===== src/rtl/rtc_pkg.sv =====
package rtc_pkg;
    typedef enum logic [2:0] {
        ST_CMD,
        ST_ARG,
        ST_XDATA,
        ST_REPLY,
        ST_DROP
    } xfer_state_t;

    typedef enum logic [2:0] {
        K_NONE,
        K_SEC,
        K_TEST,
        K_PROT,
        K_RAM,
        K_XSECT
    } cmd_kind_t;
endpackage


===== src/rtl/rtc_cmd_decode.sv =====
module rtc_cmd_decode
    import rtc_pkg::*;
#(
    parameter int IDX_W = 8
) (
    input  logic [7:0]       code,
    output logic             is_rd,
    output cmd_kind_t        kind,
    output logic [IDX_W-1:0] idx
);
    always_comb begin
        is_rd = code[7];
        kind  = K_NONE;
        idx   = '0;
        if (code[6:3] == 4'b0111) begin
            kind = K_XSECT;
            idx  = IDX_W'(code[2:0]);
        end else if (code[1:0] == 2'b01) begin
            if (code[6:4] == 3'b000) begin
                kind = K_SEC;
                idx  = IDX_W'(code[3:2]);
            end else if (code[6:2] == 5'b01100) begin
                kind = code[7] ? K_NONE : K_TEST;
            end else if (code[6:2] == 5'b01101) begin
                kind = code[7] ? K_NONE : K_PROT;
            end else if (code[6:4] == 3'b010) begin
                kind = K_RAM;
                idx  = IDX_W'({3'b100, code[3:2]});
            end else if (code[6]) begin
                kind = K_RAM;
                idx  = IDX_W'(code[5:2]);
            end
        end
    end
endmodule


===== src/rtl/rtc_seconds.sv =====
module rtc_seconds #(
    parameter int CNT_W = 32
) (
    input  logic                         clk,
    input  logic                         rst_n,
    input  logic [CNT_W-1:0]             preset,
    input  logic                         tick,
    input  logic                         wr_en,
    input  logic [$clog2(CNT_W/8)-1:0]   wr_sel,
    input  logic [7:0]                   wr_byte,
    output logic [CNT_W-1:0]             count
);
    localparam int NBYTES = CNT_W / 8;
    localparam int SEL_W  = $clog2(NBYTES);

    logic [CNT_W-1:0] nxt;

    always_comb begin
        nxt = count;
        if (wr_en) begin
            for (int b = 0; b < NBYTES; b++) begin
                if (wr_sel == SEL_W'(b)) nxt[b*8 +: 8] = wr_byte;
            end
        end else if (tick) begin
            nxt = count + CNT_W'(1);
        end
    end

    always_ff @(posedge clk) begin
        if (!rst_n) count <= preset;
        else        count <= nxt;
    end

    assert_tick_R4: assert property (@(posedge clk) disable iff (!rst_n)
        (tick && !wr_en) |=> (count == $past(count) + CNT_W'(1)));
endmodule


===== src/rtl/rtc_ram.sv =====
module rtc_ram #(
    parameter int DEPTH = 256,
    parameter int AW    = $clog2(DEPTH)
) (
    input  logic          clk,
    input  logic          rst_n,
    input  logic          we,
    input  logic [AW-1:0] waddr,
    input  logic [7:0]    wdata,
    input  logic [AW-1:0] raddr,
    output logic [7:0]    rdata
);
    logic [7:0] mem [DEPTH];

    always_ff @(posedge clk) begin
        if (!rst_n) begin
            for (int i = 0; i < DEPTH; i++) mem[i] <= '0;
        end else if (we) begin
            mem[waddr] <= wdata;
        end
    end

    assign rdata = mem[raddr];
endmodule


===== src/rtl/rtc_serial_pram.sv =====
module rtc_serial_pram
    import rtc_pkg::*;
#(
    parameter int RAM_DEPTH = 256,
    parameter int SEC_W     = 32,
    parameter int SECT_W    = 3
) (
    input  logic             clk,
    input  logic             rst_n,
    input  logic [SEC_W-1:0] sec_preset,
    input  logic             sec_tick,
    input  logic             ser_en_n,
    input  logic             ser_clk,
    input  logic             ser_din,
    output logic             ser_dout,
    output logic             ser_dout_oe
);
    localparam int AW      = $clog2(RAM_DEPTH);
    localparam int XADDR_W = AW - SECT_W;
    localparam int SEL_W   = $clog2(SEC_W / 8);

    xfer_state_t      state, nstate;
    cmd_kind_t        kind_q, dk;
    logic             rd_q, drd;
    logic [AW-1:0]    idx_q, didx;
    logic [XADDR_W-1:0] xaddr_q;
    logic [2:0]       bitcnt;
    logic [7:0]       sh, reply, byte_val, rdata;
    logic [3:0]       rcnt;
    logic             sclk_q, rise, fall, shifting, byte_done;
    logic             prot_q, dout_q;
    logic             arg_done, ram_we, sec_we;
    logic [AW-1:0]    raddr, waddr;
    logic [SEC_W-1:0] sec_count, sec_shift;

    assign rise      = ser_clk & ~sclk_q;
    assign fall      = ~ser_clk & sclk_q;
    assign shifting  = (state == ST_CMD) || (state == ST_ARG) || (state == ST_XDATA);
    assign byte_done = !ser_en_n && rise && shifting && (bitcnt == 3'd7);
    assign byte_val  = {sh[6:0], ser_din};
    assign arg_done  = byte_done && (state == ST_ARG);

    rtc_cmd_decode #(.IDX_W(AW)) u_dec (
        .code  (byte_val),
        .is_rd (drd),
        .kind  (dk),
        .idx   (didx)
    );

    // ---------------- state register ----------------
    always_comb begin
        nstate = state;
        if (ser_en_n) begin
            nstate = ST_CMD;
        end else begin
            unique case (state)
                ST_CMD: if (byte_done) begin
                    if (dk == K_NONE)              nstate = ST_DROP;
                    else if (drd)                  nstate = (dk == K_XSECT) ? ST_ARG : ST_REPLY;
                    else if (prot_q && dk != K_PROT) nstate = ST_DROP;
                    else                           nstate = ST_ARG;
                end
                ST_ARG: if (byte_done) begin
                    if (kind_q == K_XSECT) nstate = rd_q ? ST_REPLY : ST_XDATA;
                    else                   nstate = ST_CMD;
                end
                ST_XDATA: if (byte_done) nstate = ST_CMD;
                ST_REPLY: if (fall && rcnt == 4'd8) nstate = ST_CMD;
                ST_DROP:  nstate = ST_DROP;
                default:  nstate = ST_CMD;
            endcase
        end
    end

    always_ff @(posedge clk) begin
        if (!rst_n) state <= ST_CMD;
        else        state <= nstate;
    end

    // ---------------- storage access ----------------
    assign ram_we = (arg_done && kind_q == K_RAM && !rd_q) ||
                    (byte_done && state == ST_XDATA);
    assign waddr  = (state == ST_XDATA) ? {idx_q[SECT_W-1:0], xaddr_q} : idx_q;
    assign raddr  = (state == ST_ARG) ? {idx_q[SECT_W-1:0], byte_val[6:2]} : didx;
    assign sec_we = arg_done && kind_q == K_SEC && !rd_q;
    assign sec_shift = sec_count >> {didx[SEL_W-1:0], 3'b000};

    rtc_ram #(.DEPTH(RAM_DEPTH), .AW(AW)) u_ram (
        .clk   (clk),
        .rst_n (rst_n),
        .we    (ram_we),
        .waddr (waddr),
        .wdata (byte_val),
        .raddr (raddr),
        .rdata (rdata)
    );

    rtc_seconds #(.CNT_W(SEC_W)) u_sec (
        .clk     (clk),
        .rst_n   (rst_n),
        .preset  (sec_preset),
        .tick    (sec_tick),
        .wr_en   (sec_we),
        .wr_sel  (idx_q[SEL_W-1:0]),
        .wr_byte (byte_val),
        .count   (sec_count)
    );

    // ---------------- outputs and datapath ----------------
    always_ff @(posedge clk) begin
        if (!rst_n) begin
            sclk_q  <= 1'b0;
            bitcnt  <= '0;
            sh      <= '0;
            reply   <= '0;
            rcnt    <= '0;
            dout_q  <= 1'b0;
            kind_q  <= K_NONE;
            rd_q    <= 1'b0;
            idx_q   <= '0;
            xaddr_q <= '0;
            prot_q  <= 1'b0;
        end else begin
            sclk_q <= ser_clk;
            if (arg_done && kind_q == K_PROT) prot_q <= byte_val[7];
            if (ser_en_n) begin
                bitcnt <= '0;
                sh     <= '0;
                rcnt   <= '0;
                dout_q <= 1'b0;
                kind_q <= K_NONE;
                rd_q   <= 1'b0;
            end else begin
                if (rise && shifting) begin
                    sh     <= byte_val;
                    bitcnt <= bitcnt + 3'd1;
                end
                if (byte_done && state == ST_CMD) begin
                    kind_q <= dk;
                    rd_q   <= drd;
                    idx_q  <= didx;
                    rcnt   <= '0;
                    if (drd && dk == K_SEC) reply <= sec_shift[7:0];
                    if (drd && dk == K_RAM) reply <= rdata;
                end
                if (arg_done && kind_q == K_XSECT) begin
                    xaddr_q <= byte_val[6:2];
                    rcnt    <= '0;
                    if (rd_q) reply <= rdata;
                end
                if (state == ST_REPLY && fall && rcnt < 4'd8) begin
                    dout_q <= reply[7];
                    reply  <= {reply[6:0], 1'b0};
                    rcnt   <= rcnt + 4'd1;
                end
            end
        end
    end

    assign ser_dout    = dout_q;
    assign ser_dout_oe = (state == ST_REPLY) && (rcnt != 4'd0);

    // ---------------- assertions ----------------
    assert_abort_R1: assert property (@(posedge clk) disable iff (!rst_n)
        ser_en_n |=> (state == ST_CMD && bitcnt == 3'd0 && !ser_dout_oe));

    assert_oe_select_R2: assert property (@(posedge clk) disable iff (!rst_n)
        ser_dout_oe |-> !ser_en_n);

    assert_bit_advance_R2: assert property (@(posedge clk) disable iff (!rst_n)
        (!ser_en_n && rise && shifting) |=> (bitcnt == $past(bitcnt) + 3'd1));

    assert_protect_R9: assert property (@(posedge clk) disable iff (!rst_n)
        (ram_we || sec_we) |-> !prot_q);

    assert_drop_hold_R10: assert property (@(posedge clk) disable iff (!rst_n)
        (state == ST_DROP && !ser_en_n) |=> (state == ST_DROP && !ser_dout_oe));
endmodule


===== config.mk =====
export PLATFORM = sky130hd
export DESIGN_NAME = rtc_serial_pram
export DESIGN_NICKNAME = d
export VERILOG_FILES = /design/src/rtl/rtc_pkg.sv /design/src/rtl/rtc_cmd_decode.sv /design/src/rtl/rtc_seconds.sv /design/src/rtl/rtc_ram.sv /design/src/rtl/rtc_serial_pram.sv
export SDC_FILE = /design/constraint.sdc
export NUM_CORES = 2
export LEC_CHECK = 0
export BUFFER_PORTS_ARGS = -buffer_cell sky130_fd_sc_hd__buf_2
export CORE_ASPECT_RATIO = 0.75
export CORE_UTILIZATION = 55
export CTS_CLUSTER_SIZE = 24
export DETAILED_ROUTE_END_ITERATION = 12
export PLACE_DENSITY = 0.77
export SLEW_MARGIN = 10
export SYNTH_ARGS = -nofsm -noshare
export SYNTH_HDL_FRONTEND = slang
export SYNTH_SLANG_ARGS = --single-unit

===== constraint.sdc =====
create_clock -name clk -period 3.95 [get_ports clk]
set_clock_uncertainty 0.15 [all_clocks]
set_input_delay 0.395 -clock clk [delete_from_list [all_inputs] [get_ports clk]]
set_output_delay 0.395 -clock clk [all_outputs]
set_load 0.02 [all_outputs]

Yosys cells after proc, flatten, opt, wreduce, memory -nomap -nowiden

Memory sizes are Yosys's and may differ from the RTL's.
Cells that the tools add are included.

Bits in registers: 77
Logic and storage cells: 151
Memories: 1
Bits in writable memories: 2048

Memories:

| name      | depth | bits a word | read ports | clocked after Yosys merged registers in | write ports | line          | text |
|---|---|---|---|---|---|---|---|
| u_ram.mem | 256   | 8           | 1          | 0                                       | 256         | rtc_ram.sv:13 | `logic [7:0] mem [DEPTH];` |

Order comparisons: 1
Eq/ne operators: 31
Shift operators: 1
Reduce and logical (&&, ||, !) cells: 40
Multiplexer cells: 52
$add $sub $neg: 3
Bitwise logic cells: 6

Operator list:

| operator                                            | number |
|---|---|
| two-way mux 8 bit                                   | 19 |
| two-way mux 32 bit                                  | 3 |
| two-way mux 3 bit                                   | 14 |
| adder 32 x 1 -> 32 bit, second input constant       | 1 |
| >> shifter 32 x 5 -> 8 bit                          | 1 |
| logical AND 1 bit                                   | 20 |
| equality test 3 bit, second input constant          | 6 |
| two-way mux 4 bit                                   | 4 |
| != test 3 x 2 -> 1 bit, second input constant       | 5 |
| case mux 3 bit (5 select lines)                     | 1 |
| equality test 3 x 2 -> 1 bit, second input constant | 4 |
| AND reduction 2 bit                                 | 6 |
| equality test 5 x 4 -> 1 bit, second input constant | 2 |
| equality test 3 x 1 -> 1 bit, second input constant | 3 |
| zero test 3 bit                                     | 3 |
| two-way mux 2 bit                                   | 4 |
| != test 2 bit, second input constant                | 4 |
| OR reduction 8 bit                                  | 1 |
| two-way mux 1 bit                                   | 6 |
| two-way mux 5 bit                                   | 1 |
| adder 4 x 1 -> 4 bit, second input constant         | 1 |
| equality test 2 x 1 -> 1 bit, second input constant | 2 |
| equality test 2 bit, second input constant          | 2 |
| equality test 4 x 3 -> 1 bit, second input constant | 1 |
| 13 further kinds                                    | 20 |

Longest topological paths before layout

Depth after elaboration: 15
Mapped depth: 16

Cells and area by module

Synthesis repeated with hierarchy kept, for this count alone.

Cell total of the unflattened synthesis: 7254
Area, all modules: 100965.6 um^2

Modules (own cells, without submodules):

| module          | sequential area each (um^2) | instances | cells each | area an instance (um^2) |
|---|---|---|---|---|
| rtc_ram         | 61499.0                     | 1         | 6677       | 95835.7 |
| rtc_serial_pram | 900.9                       | 1         | 307        | 2717.6 |
| rtc_seconds     | 960.9                       | 1         | 241        | 2198.4 |
| rtc_cmd_decode  | 0.0                         | 1         | 29         | 214.0 |

Worst setup path before layout

Ideal clock, no wire load.

Path type: register to register
From: register state[1]
To: memory u_ram.mem[129][0] (enable)
Setup time: 384 ps
Path slack: 629 ps
Cell stages (with the launch flop): 10
Arrival time: 2787 ps
Buffers on the path: 4
Period minus slack after synthesis: 3321 ps
Path through: dfxtp_1 clkbuf_1 and2_1 clkbuf_1 clkbuf_1 nand3b_1 o21ai_1 nand3_1 clkbuf_1 o21ai_0

RTL lines:

| element                | line                  | text |
|---|---|---|
| start, declared        | rtc_serial_pram.sv:22 | `xfer_state_t state, nstate;` |
| start signal, assigned | rtc_serial_pram.sv:77 | `else state <= nstate;` |
| end, declared          | rtc_ram.sv:13         |  |

Worst setup path in the final report

From: register state[1]
To: register reply[4]

Cells in the longest elaborated chain, start to end: 10

RTL lines:

| element                                                      | line                   | text |
|---|---|---|
| branches (longest 9 deep; another with memory (256 x 8 bit)) | --                     |  |
| two-way mux 8 bit *                                          | rtc_serial_pram.sv:151 | `if (state == ST_REPLY && fall && rcnt < 4'd8) begin` |
| end signal, assigned                                         | rtc_serial_pram.sv:143 | `if (drd && dk == K_SEC) reply <= sec_shift[7:0];` |
| end signal, assigned                                         | rtc_serial_pram.sv:149 | `if (rd_q) reply <= rdata;` |
| end signal, assigned                                         | rtc_serial_pram.sv:153 | `reply <= {reply[6:0], 1'b0};` |
| end, declared                                                | rtc_serial_pram.sv:28  | `logic [7:0] sh, reply, byte_val, rdata;` |

Every way passes the cells marked *.
A chain may end at the register's enable or synchronous reset.

==> impl_metrics.csv <==
group,metric,value,unit
timing,min_period,4.052,ns
timing,tightest_slew,1.197,ns
logic_synthesis,synth_area,100800,µm²
floorplan,die_w,496.3,µm
worst_hold_path,holdPathStages,4,
clock_network,path_clk_slew,0.07,ns
power_and_ir_drop,p_leak,40.68,nW
timing,fin_tns_setup,-0.7431,ns
logic_synthesis,yosysMostFrequentCell,"edfxtp_1",
detailed_routing,vias,80870,
timing,maxSlewViolCount,0,
worst_setup_path,crit_required,4.59,ns
global_route,grtUsageTotal,35.94,%
detailed_routing,drtAntennaViolNets,0,
worst_setup_path,crit_slowest_cell,"a222oi_1",
clock_network,cts_root_buf,"clkbuf_16",
worst_setup_path,crit_top_cell,"buf_12",
logic_synthesis,synth_top_cells_by_count,"edfxtp_1 (2080), nand2_1 (1636), nor3_1 (1040)",
timing,setup_viol,12,
logic_synthesis,ys_types,90,
detailed_routing,drc,0,
global_route,gr-total-overflow,0,
cells_and_area,syn2layout_area_growth,15.10,%
clock_network,htree_levels,4,
clock_network,insertion_delay,0.86,ns
worst_setup_path,r2r_cells,12,
detailed_routing,wl_per_cell,27.89,µm
cells_and_area,post-route-util,64.01,%
clock_network,cts.sinks,2122,
placed_design,dpl.hpwl,220.1,mm
global_route,grt_pass1_vias,75680,
clock_network,numCtsBuffers,193,
detailed_routing,drtIter0Drc,14670,
logic_synthesis,synth_top_area_share,61.97,%
detailed_routing,dr.pass1.iters,9,
logic_synthesis,ys_async_sr_fraction,0,%
outcome,status,"complete, but fails checks",
placed_design,io_buffer_count,39,
logic_synthesis,ys.flop_type,"edfxtp_1",
timing,worst_slack,-0.1015,ns
run,cap_violations,0,
cells_and_area,nets,9597,
timing,hold_viol_final,0,
logic_synthesis,yosys-top-cells-area,"edfxtp_1 (62%), and2_1 (6.2%), nand2_1 (6.1%)",
detailed_routing,viasPerCell,6.673,
global_route,antenna_found_initial,15,
global_route,grt_max_degree,144,
outcome,violations,"setup timing",
cells_and_area,drive_gt1_share,14.32,%
logic_synthesis,syn_area_per_cell,10.83,µm²
floorplan,start_util,55.61,%
worst_setup_path,cp-start-kind,"flop",
floorplan,num_io_pins,40,
power_and_ir_drop,ir_worst_vdd,0.0005071,V
worst_setup_path,path_class,"flop to flop",
floorplan,core-area,181200,µm²
worst_setup_path,worst-path-max-fanout,61,
clock_network,clk_path_buf_depth,3,
worst_setup_path,end_kind,"flop",
logic_synthesis,yosys_register_bits,2122,
placed_design,gp_congestion,0.9778,
floorplan,die_y,372.7,µm
logic_synthesis,synth_edf_count,2080,
worst_setup_path,rrSetupSlack,-0.10,ns
worst_hold_path,hold_path_class,"input port to flop",
worst_setup_path,crit_chain,"nor3b_4 > nor3_2 > a21oi_4 > buf_12 > buf_12 > mux2i_1 > a222oi_1 > a21oi_2 > nand4_1 > a21oi_1 > o21ai_0 > o211a_1",
logic_synthesis,yosys_warnings,0,
global_route,grt_pass1_wl,493.6,mm
timing,period_share,102.6,%
floorplan,fp.dieArea,185000,µm²
timing,fmax,246.8,MHz
worst_setup_path,slowest_delay,0.82,ns
timing,slew_headroom,19.37,%
clock_network,cts_tree,"done",
logic_synthesis,synth_top_area_cell,"edfxtp_1",
logic_synthesis,synth_nets,9352,
power_and_ir_drop,power_density,405.7,nW/µm²
logic_synthesis,yosysSeqAreaShare,62.80,%
floorplan,rows,135,
timing,rsz0062_at_grt,"true",
worst_setup_path,crit_arrival,4.69,ns
logic_synthesis,netlist_instances,9309,
detailed_routing,wl,338.0,mm
[layout by cell type, fill, tap and decap left out, drive strengths merged, types with 8 or more instances in the layout]
| cell | Yosys | layout |
|---|---|---|
| a2111oi | 16 | 16 |
| a211oi | 127 | 127 |
| a21oi | 70 | 70 |
| a22oi | 11 | 11 |
| a311oi | 9 | 9 |
| a31oi | 148 | 148 |
| a32o | 9 | 9 |
| a32oi | 157 | 157 |
| and2 | 993 | 993 |
| and3 | 82 | 82 |
| buf | 353 | 977 |
| bufinv | 0 | 17 |
| clkbuf | 613 | 248 |
| clkinv | 1 | 86 |
| dfxtp | 42 | 42 |
| dlygate4sd3 | 0 | 35 |
| edfxtp | 2080 | 2080 |
| inv | 89 | 97 |
| mux2 | 26 | 26 |
| mux2i | 203 | 203 |
| mux4 | 8 | 8 |
| nand2 | 1638 | 1638 |
| nand2b | 10 | 10 |
| nand3 | 552 | 552 |
| nand3b | 10 | 10 |
| nand4 | 208 | 208 |
| nor2 | 329 | 329 |
| nor2b | 16 | 16 |
| nor3 | 1041 | 1041 |
| nor4 | 15 | 15 |
| o21ai | 304 | 304 |
| o22ai | 10 | 10 |
| o31ai | 9 | 9 |
| xnor2 | 11 | 11 |
| xor2 | 18 | 18 |
[routing by layer]
metal | track usage (%) | wire [µm] | vias to the layer above
li1 | - | - | 34110
met1 | 50.47 | 121300 | 38810
met2 | 50.65 | 142700 | 6999
met3 | 12.45 | 58480 | 929
met4 | 14.94 | 15480 | 18
met5 | 0 | 115 | -
[report_power, final]
part / internal, mW / switching, mW / leakage (nW)
sequential: 25.8 / 0.425 / 20.1
combinational: 0.637 / 1.20 / 17.5
clock: 10.5 / 8.59 / 3.07
[repair_timing]
item / 4_1_cts / 5_1_grt
buffers inserted: 3 / 1
gates resized for setup: 33 / 33
hold buffers: 35 / 0
endpoints found under the hold margin: 51 / 0
cloned: 2 / 2
endpoints found under the setup margin: 20 / 30
pin swaps: 5 / 14
[worst max-delay path: cells and delay by family (launching register included)]
kind / cells / cell delay, ns
flip-flops: 1 / 0.37
multiplexers: 1 / 0.14
buffers and inverters: 2 / 0.62
AND/OR/NAND/NOR: 3 / 0.73
AO/OA/AOI/OAI: 6 / 1.94
[cell type report]
| type | count | area, µm² |
|---|---|---|
| multi-input cells | 6131 | 33720 |
| clock buffers | 246 | 5218 |
| inverters | 90 | 367.9 |
| clock inverters | 113 | 1045 |
| flip-flops and latches | 2122 | 63320 |
| diodes | 5 | 12.51 |
| fillers | 13350 | 65220 |
| repair buffers | 1016 | 9335 |
| well taps | 2397 | 2999 |
[worst paths after layout]
kind / start / endpoint
max: state[1] / reply[4]
min: sec_tick / u_sec.count[7]
max reg2reg: state[1] / reply[4]
min reg2reg: bitcnt[1] / bitcnt[1]
[cell families after synthesis]
logic type               count (synthesis)  synth area share, %
AND/OR/NAND/NOR                       4923                23.80
adder cells (fa/ha/maj)                  5              0.06207
AO/OA/AOI/OAI                          937                6.285
multiplexers                           237                2.485
flip-flops                            2122                62.80
buffers and inverters                 1056                4.319
XOR/XNOR                                29               0.2520
[sequential cells by signal (all words and copies together), names as in the netlist]
signal,count
reply,8
rd_q,1
sclk_q,1
sh,7
kind_q,3
prot_q,1
rcnt,4
u_sec.count,32
bitcnt,3
state,3
idx_q,5
ser_dout,1
u_ram.mem,2048
xaddr_q,5
[stage by stage]
stage | hold WS [ns] | worst slack (ns) | power, mW | std cells | area (µm²)
2_1_floorplan | 0.3092 | 0.6294 | 27.40 | 9309 | 100800
3_3_place_gp | 0.3312 | -0.7416 | 28.27 | 11710 | 109000
3_5_place_dp | 0.3495 | -0.7571 | 28.36 | 11710 | 109000
6_report | 0.06731 | -0.1015 | 47.07 | 12120 | 116000
4_1_cts | 0.01009 | 0.01167 | 46.93 | 12110 | 115800
5_1_grt | 0.05640 | -0.05443 | 48.06 | 12120 | 116000
No activity file was read; power rests on OpenSTA's default activity.
